[src/rtl/credit_window_pkg.sv]
// Package: shared constants and helpers for the credit-window gate.
// Assumes acknowledgement beats are at least 33 bits wide.
package credit_window_pkg;

    // Bit of the final acknowledgement beat that suspends the window limit.
    localparam int ACK_OVR_BIT = 32;

    // Larger of two widths, used to size the window comparison.
    function automatic int width_max(input int a, input int b);
        return (a > b) ? a : b;
    endfunction

endpackage

[src/rtl/cw_settings.sv]
// cw_settings: holds the window size written over the settings bus.
// Assumes a write lands in one cycle. The clear input does not touch the window.
module cw_settings #(
    parameter int ADDR_W   = 8,
    parameter int CFG_W    = 32,
    parameter int WIN_ADDR = 0,
    parameter int WIN_INIT = 1
) (
    input  logic              clk,
    input  logic              rst_n,
    input  logic              set_stb,
    input  logic [ADDR_W-1:0] set_addr,
    input  logic [CFG_W-1:0]  set_data,
    output logic [CFG_W-1:0]  window
);

    localparam logic [ADDR_W-1:0] WIN_SEL = ADDR_W'(WIN_ADDR);

    logic hit;
    assign hit = set_stb && (set_addr == WIN_SEL);

    // Window register: load on a matching settings write.
    always_ff @(posedge clk) begin
        if (!rst_n)   window <= CFG_W'(WIN_INIT);
        else if (hit) window <= set_data;
    end

    p_window_load_r2: assert property (@(posedge clk) disable iff (!rst_n)
        hit |=> window == $past(set_data));
    p_window_keep_r2: assert property (@(posedge clk) disable iff (!rst_n)
        !hit |=> $stable(window));

endmodule

[src/rtl/cw_ack_rx.sv]
// cw_ack_rx: accepts the acknowledgement stream and keeps the latest
// acknowledged sequence number and override flag. The stream is always
// accepted. Only the beat marked last is used; header beats are not parsed.
module cw_ack_rx #(
    parameter int DATA_W  = 64,
    parameter int SEQ_W   = 32,
    parameter int OVR_BIT = 32
) (
    input  logic              clk,
    input  logic              rst_n,
    input  logic              clear,
    input  logic [DATA_W-1:0] fc_data,
    input  logic              fc_last,
    input  logic              fc_valid,
    output logic              fc_ready,
    output logic [SEQ_W-1:0]  ack_seq,
    output logic              ack_ovr
);

    logic take;
    assign take     = fc_valid && fc_last;
    assign fc_ready = 1'b1;

    // Acknowledgement state: all-ones (counter start minus one) after reset or clear.
    always_ff @(posedge clk) begin
        if (!rst_n || clear) begin
            ack_seq <= '1;
            ack_ovr <= 1'b0;
        end else if (take) begin
            ack_seq <= fc_data[SEQ_W-1:0];
            ack_ovr <= fc_data[OVR_BIT];
        end
    end

    p_ack_capture_r6: assert property (@(posedge clk) disable iff (!rst_n)
        (take && !clear) |=> ack_seq == $past(fc_data[SEQ_W-1:0]));
    p_header_ignored_r6: assert property (@(posedge clk) disable iff (!rst_n)
        (fc_valid && !fc_last && !clear) |=> ($stable(ack_seq) && $stable(ack_ovr)));
    p_override_capture_r9: assert property (@(posedge clk) disable iff (!rst_n)
        (take && !clear) |=> ack_ovr == $past(fc_data[OVR_BIT]));

endmodule

[src/rtl/cw_seq_gate.sv]
// cw_seq_gate: passes beats from input to output and counts finished
// packets. A new packet starts only inside the credit window or while the
// override flag is set. A packet that has started is never cut.
// Assumes the acknowledged value never runs ahead of the sent counter.
module cw_seq_gate #(
    parameter int DATA_W = 64,
    parameter int SEQ_W  = 32,
    parameter int CFG_W  = 32
) (
    input  logic              clk,
    input  logic              rst_n,
    input  logic              clear,
    input  logic [CFG_W-1:0]  window,
    input  logic [SEQ_W-1:0]  ack_seq,
    input  logic              ack_ovr,
    input  logic [DATA_W-1:0] in_data,
    input  logic              in_last,
    input  logic              in_valid,
    output logic              in_ready,
    output logic [DATA_W-1:0] out_data,
    output logic              out_last,
    output logic              out_valid,
    input  logic              out_ready
);

    localparam int CMP_W = credit_window_pkg::width_max(SEQ_W, CFG_W);

    logic [SEQ_W-1:0] sent_q;
    logic             busy_q;
    logic [SEQ_W-1:0] span;
    logic [CMP_W-1:0] span_x;
    logic [CMP_W-1:0] win_x;
    logic             credit_ok;
    logic             go;
    logic             xfer;

    // Window test: modular distance from the last acknowledgement to the next number.
    always_comb begin
        span      = sent_q - ack_seq;
        span_x    = CMP_W'(span);
        win_x     = CMP_W'(window);
        credit_ok = (span_x <= win_x);
        go        = busy_q || ack_ovr || credit_ok;
    end

    assign out_data  = in_data;
    assign out_last  = in_last;
    assign out_valid = in_valid && go;
    assign in_ready  = out_ready && go;
    assign xfer      = in_valid && in_ready;

    // Packet framing and sent counter: advance on each accepted final beat.
    always_ff @(posedge clk) begin
        if (!rst_n || clear) begin
            sent_q <= '0;
            busy_q <= 1'b0;
        end else if (xfer) begin
            busy_q <= !in_last;
            if (in_last) sent_q <= sent_q + 1'b1;
        end
    end

    p_count_step_r5: assert property (@(posedge clk) disable iff (!rst_n)
        (xfer && in_last && !clear) |=> sent_q == $past(sent_q) + 1'b1);
    p_count_hold_r5: assert property (@(posedge clk) disable iff (!rst_n)
        (!(xfer && in_last) && !clear) |=> $stable(sent_q));
    p_no_cut_r4: assert property (@(posedge clk) disable iff (!rst_n)
        busy_q |-> (out_valid == in_valid));
    p_ready_needs_sink_r11: assert property (@(posedge clk) disable iff (!rst_n)
        in_ready |-> out_ready);
    p_clear_state_r10: assert property (@(posedge clk) disable iff (!rst_n)
        clear |=> (sent_q == '0 && !busy_q));

endmodule

[src/rtl/credit_window_gate.sv]
// credit_window_gate: top level of the credit-window packet gate. It ties
// together the settings register, the acknowledgement receiver and the gated
// pass-through. The data path has no storage; only control state is registered.
module credit_window_gate #(
    parameter int DATA_W   = 64,
    parameter int SEQ_W    = 32,
    parameter int ADDR_W   = 8,
    parameter int CFG_W    = 32,
    parameter int WIN_ADDR = 0,
    parameter int WIN_INIT = 1
) (
    input  logic              clk,
    input  logic              rst_n,
    input  logic              clear,
    input  logic              set_stb,
    input  logic [ADDR_W-1:0] set_addr,
    input  logic [CFG_W-1:0]  set_data,
    input  logic [DATA_W-1:0] fc_data,
    input  logic              fc_last,
    input  logic              fc_valid,
    output logic              fc_ready,
    input  logic [DATA_W-1:0] in_data,
    input  logic              in_last,
    input  logic              in_valid,
    output logic              in_ready,
    output logic [DATA_W-1:0] out_data,
    output logic              out_last,
    output logic              out_valid,
    input  logic              out_ready
);

    logic [CFG_W-1:0] window;
    logic [SEQ_W-1:0] ack_seq;
    logic             ack_ovr;

    cw_settings #(
        .ADDR_W(ADDR_W), .CFG_W(CFG_W), .WIN_ADDR(WIN_ADDR), .WIN_INIT(WIN_INIT)
    ) u_settings (
        .clk(clk), .rst_n(rst_n), .set_stb(set_stb), .set_addr(set_addr),
        .set_data(set_data), .window(window)
    );

    cw_ack_rx #(
        .DATA_W(DATA_W), .SEQ_W(SEQ_W), .OVR_BIT(credit_window_pkg::ACK_OVR_BIT)
    ) u_ack (
        .clk(clk), .rst_n(rst_n), .clear(clear), .fc_data(fc_data),
        .fc_last(fc_last), .fc_valid(fc_valid), .fc_ready(fc_ready),
        .ack_seq(ack_seq), .ack_ovr(ack_ovr)
    );

    cw_seq_gate #(
        .DATA_W(DATA_W), .SEQ_W(SEQ_W), .CFG_W(CFG_W)
    ) u_gate (
        .clk(clk), .rst_n(rst_n), .clear(clear), .window(window),
        .ack_seq(ack_seq), .ack_ovr(ack_ovr), .in_data(in_data),
        .in_last(in_last), .in_valid(in_valid), .in_ready(in_ready),
        .out_data(out_data), .out_last(out_last), .out_valid(out_valid),
        .out_ready(out_ready)
    );

endmodule

[config.mk]
export PLATFORM = sky130hd
export DESIGN_NAME = credit_window_gate
export DESIGN_NICKNAME = d
export VERILOG_FILES = /design/src/rtl/credit_window_pkg.sv /design/src/rtl/cw_settings.sv /design/src/rtl/cw_ack_rx.sv /design/src/rtl/cw_seq_gate.sv /design/src/rtl/credit_window_gate.sv
export SDC_FILE = /design/constraint.sdc
export NUM_CORES = 1
export LEC_CHECK = 0
export BUFFER_PORTS_ARGS = -buffer_cell sky130_fd_sc_hd__buf_4
export CORE_MARGIN = 4
export CORE_UTILIZATION = 42
export CTS_BUF_LIST = sky130_fd_sc_hd__clkbuf_16
export DETAILED_ROUTE_END_ITERATION = 7
export PLACE_DENSITY = 0.77
export RECOVER_POWER = 100
export SLEW_MARGIN = 20
export SYNTH_ARGS = -nofsm -noshare
export SYNTH_HDL_FRONTEND = slang
export SYNTH_SLANG_ARGS = --single-unit
export TNS_END_PERCENT = 10
[constraint.sdc]
create_clock -name clk -period 10.4 [get_ports clk]
set_input_delay 0 -clock clk [delete_from_list [all_inputs] [get_ports clk]]
set_output_delay 0 -clock clk [all_outputs]
set_load 0.02 [all_outputs]
### After elaboration in Yosys (flattened, before gate mapping)

Cells that the tools add are included.

* logic and storage cells: 20
* output and inout bits: 68
* register bits: 98

* $lt $le $gt $ge: 1
* reduce and logical (&&, ||, !) cells: 12
* $add $sub $neg: 2

Operators with widths (count)
* adder 32 x 1 -> 32 bit, second input constant: 1
* less-or-equal comparator 32 bit: 1
* subtractor 32 bit: 1
* zero test 8 bit: 1
* logical AND 1 bit: 5
* logical OR 1 bit: 3
* zero test 1 bit: 2
* AND reduction 2 bit: 1

### Longest topological paths before layout

* word-level depth: 6
* gate-level depth with buffers: 22
* mapped depth without buffers: 20

### Hierarchy

From an unflattened synthesis, not the netlist that was laid out.

* cells, all modules: 915
* area total of the unflattened synthesis: 7360.8 µm²

Modules (own cells, without submodules)
* cw_seq_gate: cells each 622, instances 1, area an instance 4629.4 µm²
* cw_ack_rx: cells each 152, instances 1, area an instance 1423.9 µm²
* cw_settings: cells each 141, instances 1, area an instance 1307.5 µm²

### Least setup slack after synthesis

No wires, ideal clock.

* path type: register to register
* start: register u_gate.sent_q[0]
* end: register u_gate.sent_q[31]
* setup time: 0.131 ns
* data arrival time: 4.155 ns
* stages on the path, launching flop included: 22
* required time: 10.269 ns
* path slack: 6.114 ns
* period minus slack after synthesis: 4.286 ns
* cell sequence: dfxtp_1 -> inv_1 -> ha_1 -> fa_1 -> nor2b_1 -> o2111ai_1 -> a31oi_1 -> o2111ai_1 -> a2111oi_2 -> nor2_1 -> a31oi_1 -> xnor2_1 -> ha_1 -> nand4_2 -> nor4b_4 -> a311oi_1 -> nor2_1 -> a31oi_1 -> buf_2 -> buf_2 -> nor4_1 -> o21ai_0

* longest elaborated chain between the ends: 6
* elaborated cells on any way between the ends: 7

RTL lines
* start, declared: line cw_seq_gate.sv:28 `logic [SEQ_W-1:0] sent_q;`
* start signal, assigned: line cw_seq_gate.sv:59 `if (in_last) sent_q <= sent_q + 1'b1;`
* subtractor 32 bit: line cw_seq_gate.sv:39 `span = sent_q - ack_seq;`
* less-or-equal comparator 32 bit: line cw_seq_gate.sv:42 `credit_ok = (span_x <= win_x);`
* logical OR 1 bit: line cw_seq_gate.sv:43 `go = busy_q || ack_ovr || credit_ok;`
* logical AND 1 bit: line cw_seq_gate.sv:49 `assign in_ready = out_ready && go;`
* logical AND 1 bit: line cw_seq_gate.sv:50 `assign xfer = in_valid && in_ready;`
* AND reduction 2 bit (no source line)

Several ways; a longest one is shown, not always the timed one.
A chain may end at the register's enable or synchronous reset.

### Worst setup path in the final report

* start: register u_gate.sent_q[0]
* end: register u_gate.sent_q[1]

Same word-level chain as after synthesis.

==> results.md <==
* Clock power frac at 40.2%
* DR vias/cell at around 5.2
* CTS resizes at 0
* Hold Buf Count CTS at 69
* Pin count of the biggest net entering global routing at 64
* Root Driver: clkbuf_16
* Fin crit period at 6.96 ns
* CTS tree: built
* Antenna violations before repair at 0
* Final-report max-slew violation count at 39
* Gr usage total at 18.3%
* Worst Setup End Kind: flop
* Hold/Removal Path Class: input port to primary output
* Cell taking the most area after synthesis: dfxtp_1
* Antenna Cells at 0
* Die ar. at 18,900 sq um
* Post-synth EDFFs at 0
* Global-route wire length before repair at 28,000 um
* Register area share after synthesis at 27.8%
* Port bufs at 84
* Leakage Power at 3.64 nW
* Slew headroom at -3.50%
* Setup TNS at 0 ns
* Synth top area cells: dfxtp_1 28%, ha_1 11%, nand2_1 8.2%
* Layout cell share with drive strength beyond 1 at 11.4%
* Max clock buf depth at 2
* Post-placement cell count at approximately 1,100
* Starting density of the core at 42.7%
* DIE WIDTH at 138 um
* Unrepaired setup endpoints after global routing: no
* Via count at 6,199
* Final Skew at 0.00723 ns
* Post-CTS Setup Bufs at 0
* Nets at 1,220
* I/O Pins at 245
* Pwr Total at 0.843 mW
* Flop pwr share at 45.2%
* CP arrival at 7.20 ns
* Vias in the first global route at 6,013
* Worst setup SP type: flop
* Avg Inst Size Synth at between 7 and 8 sq um
* Switch Pwr at ~0.21 mW
* Grt ovf at 0
* Count leader, synth: nand2_1
* Per-cell routed wire length at about 14 um
* Cell variety after synth at 57
* Fin. Hold Viols at 0
* Most frequent cells after synthesis: 155 x nand2_1, 98 x dfxtp_1, 80 x inv_1, 66 x buf_4, 64 x ha_1
* Comb pwr share at 14.5%
* Worst-margin pin slew at 1.55 ns
* Post-Route WL at 16,800 um
* Pwr per Cell Area at ~100 nW/um^2
* Worst-Skew Late Latency at ~0.36 ns
* Status: complete, but fails checks
* Post-layout util at 50.1%
* #FFs+latches synth at between 90 and 100
* WS Path Type: flop to flop
* Final weighted congestion in routability-driven placement at about 0.9
* Netlist Area Pre-Place at 7060 sq um
* Share of the synthesized area in the top cell type at 27.8%
* Mapped Nets at 1,152
* Synth async-reset ratio at 0%
* Detailed Place HPWL at 12,400 um
* Worst endpoint required time at between 10 and 15 ns
* Ys flop type: dfxtp_1
* CTS sink count at a little under 100
* Sw frac at 25.4%
* Max frequency at 144 MHz
* Number of remaining DRC errors at 0
* Failing checks: max-capacitance violations, max-slew violations
* Fin crit share at between 60% and 70%
* Clock transition at the registers of the reported paths at 0.07 ns
* CORE AREA at 16,500 sq um
* Max VDD drop at ~0.00008 V
* Warnings from Yosys at 0
* Core Rows at 47
* Finished Layout Cells at 1,203
* TritonRoute pass-1 iters at 5
* Final setup viols at 0
* Cell count after synthesis at slightly above 900
* Worst Path Max Fanout at 38
* Pint at 0.629 mW
* Initial DRC count at 385
* Max-cap viol count at 1
* Area added between synthesis and finish at 17.3%
* H-tree depth at 3
* Routed Antenna Nets at 0
* Die H at 138 um
* Num CTS Buffers at 9
* Hold slack at about 0.0000073 ns
[placed cells by master (no fill, tap or decap), types with 8 or more instances in the layout]
cell type	netlist	final
a21o_1	25	25
buf_4	66	84
nor2b_1	11	11
o21a_1	8	8
xnor2_1	40	40
o21ai_0	22	22
a21boi_0	31	31
dlygate4sd3_1	0	69
o211ai_1	34	34
nor4_1	12	18
nor2_1	50	50
ha_1	64	64
a21oi_1	45	45
nand3_1	16	16
clkbuf_16	0	9
nand4_1	14	15
dfxtp_1	98	98
nor3_1	18	18
nand2_1	155	155
inv_1	80	81
[logic make-up (layout without fill, tap and decap cells)]
family | count (synthesis) | after routing | share of synthesized area (%)
buf+inv | 181 | 254 | 13.3
simple gates | 316 | 316 | 21.8
other cells | 1 | 1 | 0.0531
xor+xnor | 47 | 47 | 5.83
mux | 2 | 2 | 0.284
compound gates | 200 | 200 | 19.3
flops | 98 | 98 | 27.8
fa+ha+maj | 65 | 65 | 11.6
[critical path, cell delays in order (launching register included)]
cell	delay [ns]
dfxtp_1	0.36
inv_1	0.09
ha_1	0.22
fa_1	0.42
nor2b_1	0.18
o2111ai_1	0.17
a31oi_1	0.33
o2111ai_1	0.21
a2111oi_0	0.68
nor2_1	0.19
a31oi_1	0.22
xnor2_1	0.11
ha_1	0.30
nand4_1	0.15
nor4b_1	0.77
o311ai_0	0.46
a31oi_2	0.26
clkbuf_1	1.14
or2_2	0.33
mux2i_1	0.20
nor2_1	0.05
[final cells by class]
| class | instances | area [sq um] |
|---|---|---|
| Timing Repair Buffer | 158 | 1340 |
| Clock inverter | 7 | 70.1 |
| Tap cell | 220 | 275 |
| Sequential cell | 98 | 1960 |
| Multi-Input combinational cell | 631 | 4100 |
| Clock buffer | 9 | 225 |
| Inverter | 80 | 300 |
| Fill cell | 1568 | 8250 |
[per-layer routing]
metal,vias up,GRT usage [%],share of wire (%)
li1,3189,-,-
met1,2851,22.9,45
met2,139,31.7,48
met3,20,3.91,5.0
met4,0,5.27,1.7
met5,-,0,0
[power groups by stage]
stage / registers, mW / clock network, mW / logic (mW)
3_3_place_gp: 0.390 / 0 / 0.103
5_1_grt: 0.382 / 0.363 / 0.136
6_report: 0.381 / 0.339 / 0.123
4_1_cts: 0.381 / 0.347 / 0.126
3_5_place_dp: 0.390 / 0 / 0.105
2_1_floorplan: 0.389 / 0 / 0.0993
[final timing paths]
kind	cells after the start	to	slack (ns)	startpoint
worst min-delay path	0	out_data[60]	0.000007	in_data[60]
worst min register to register	2	u_settings.window[21]$_SDFFE_PN0P_	0.47	u_settings.window[21]$_SDFFE_PN0P_
worst max register to register	20	u_gate.sent_q[1]$_SDFFE_PP0P_	3.44	u_gate.sent_q[0]$_SDFFE_PP0P_
worst max-delay path	20	u_gate.sent_q[1]$_SDFFE_PP0P_	3.44	u_gate.sent_q[0]$_SDFFE_PP0P_
[state kept, by name (all words and copies together) (netlist names)]
register,count
u_gate.busy_q,1
u_settings.window,32
u_ack.ack_seq,32
u_ack.ack_ovr,1
u_gate.sent_q,32
[stage by stage]
stage	cell area, sq um	setup WS, ns
after floorplan	7060	6.11
after global placement	7370	5.40
after detailed placement	7370	5.30
after CTS	8360	5.25
after global routing	8280	2.96
final	8280	3.44
Note: power is estimated with default switching activity, not from simulation.
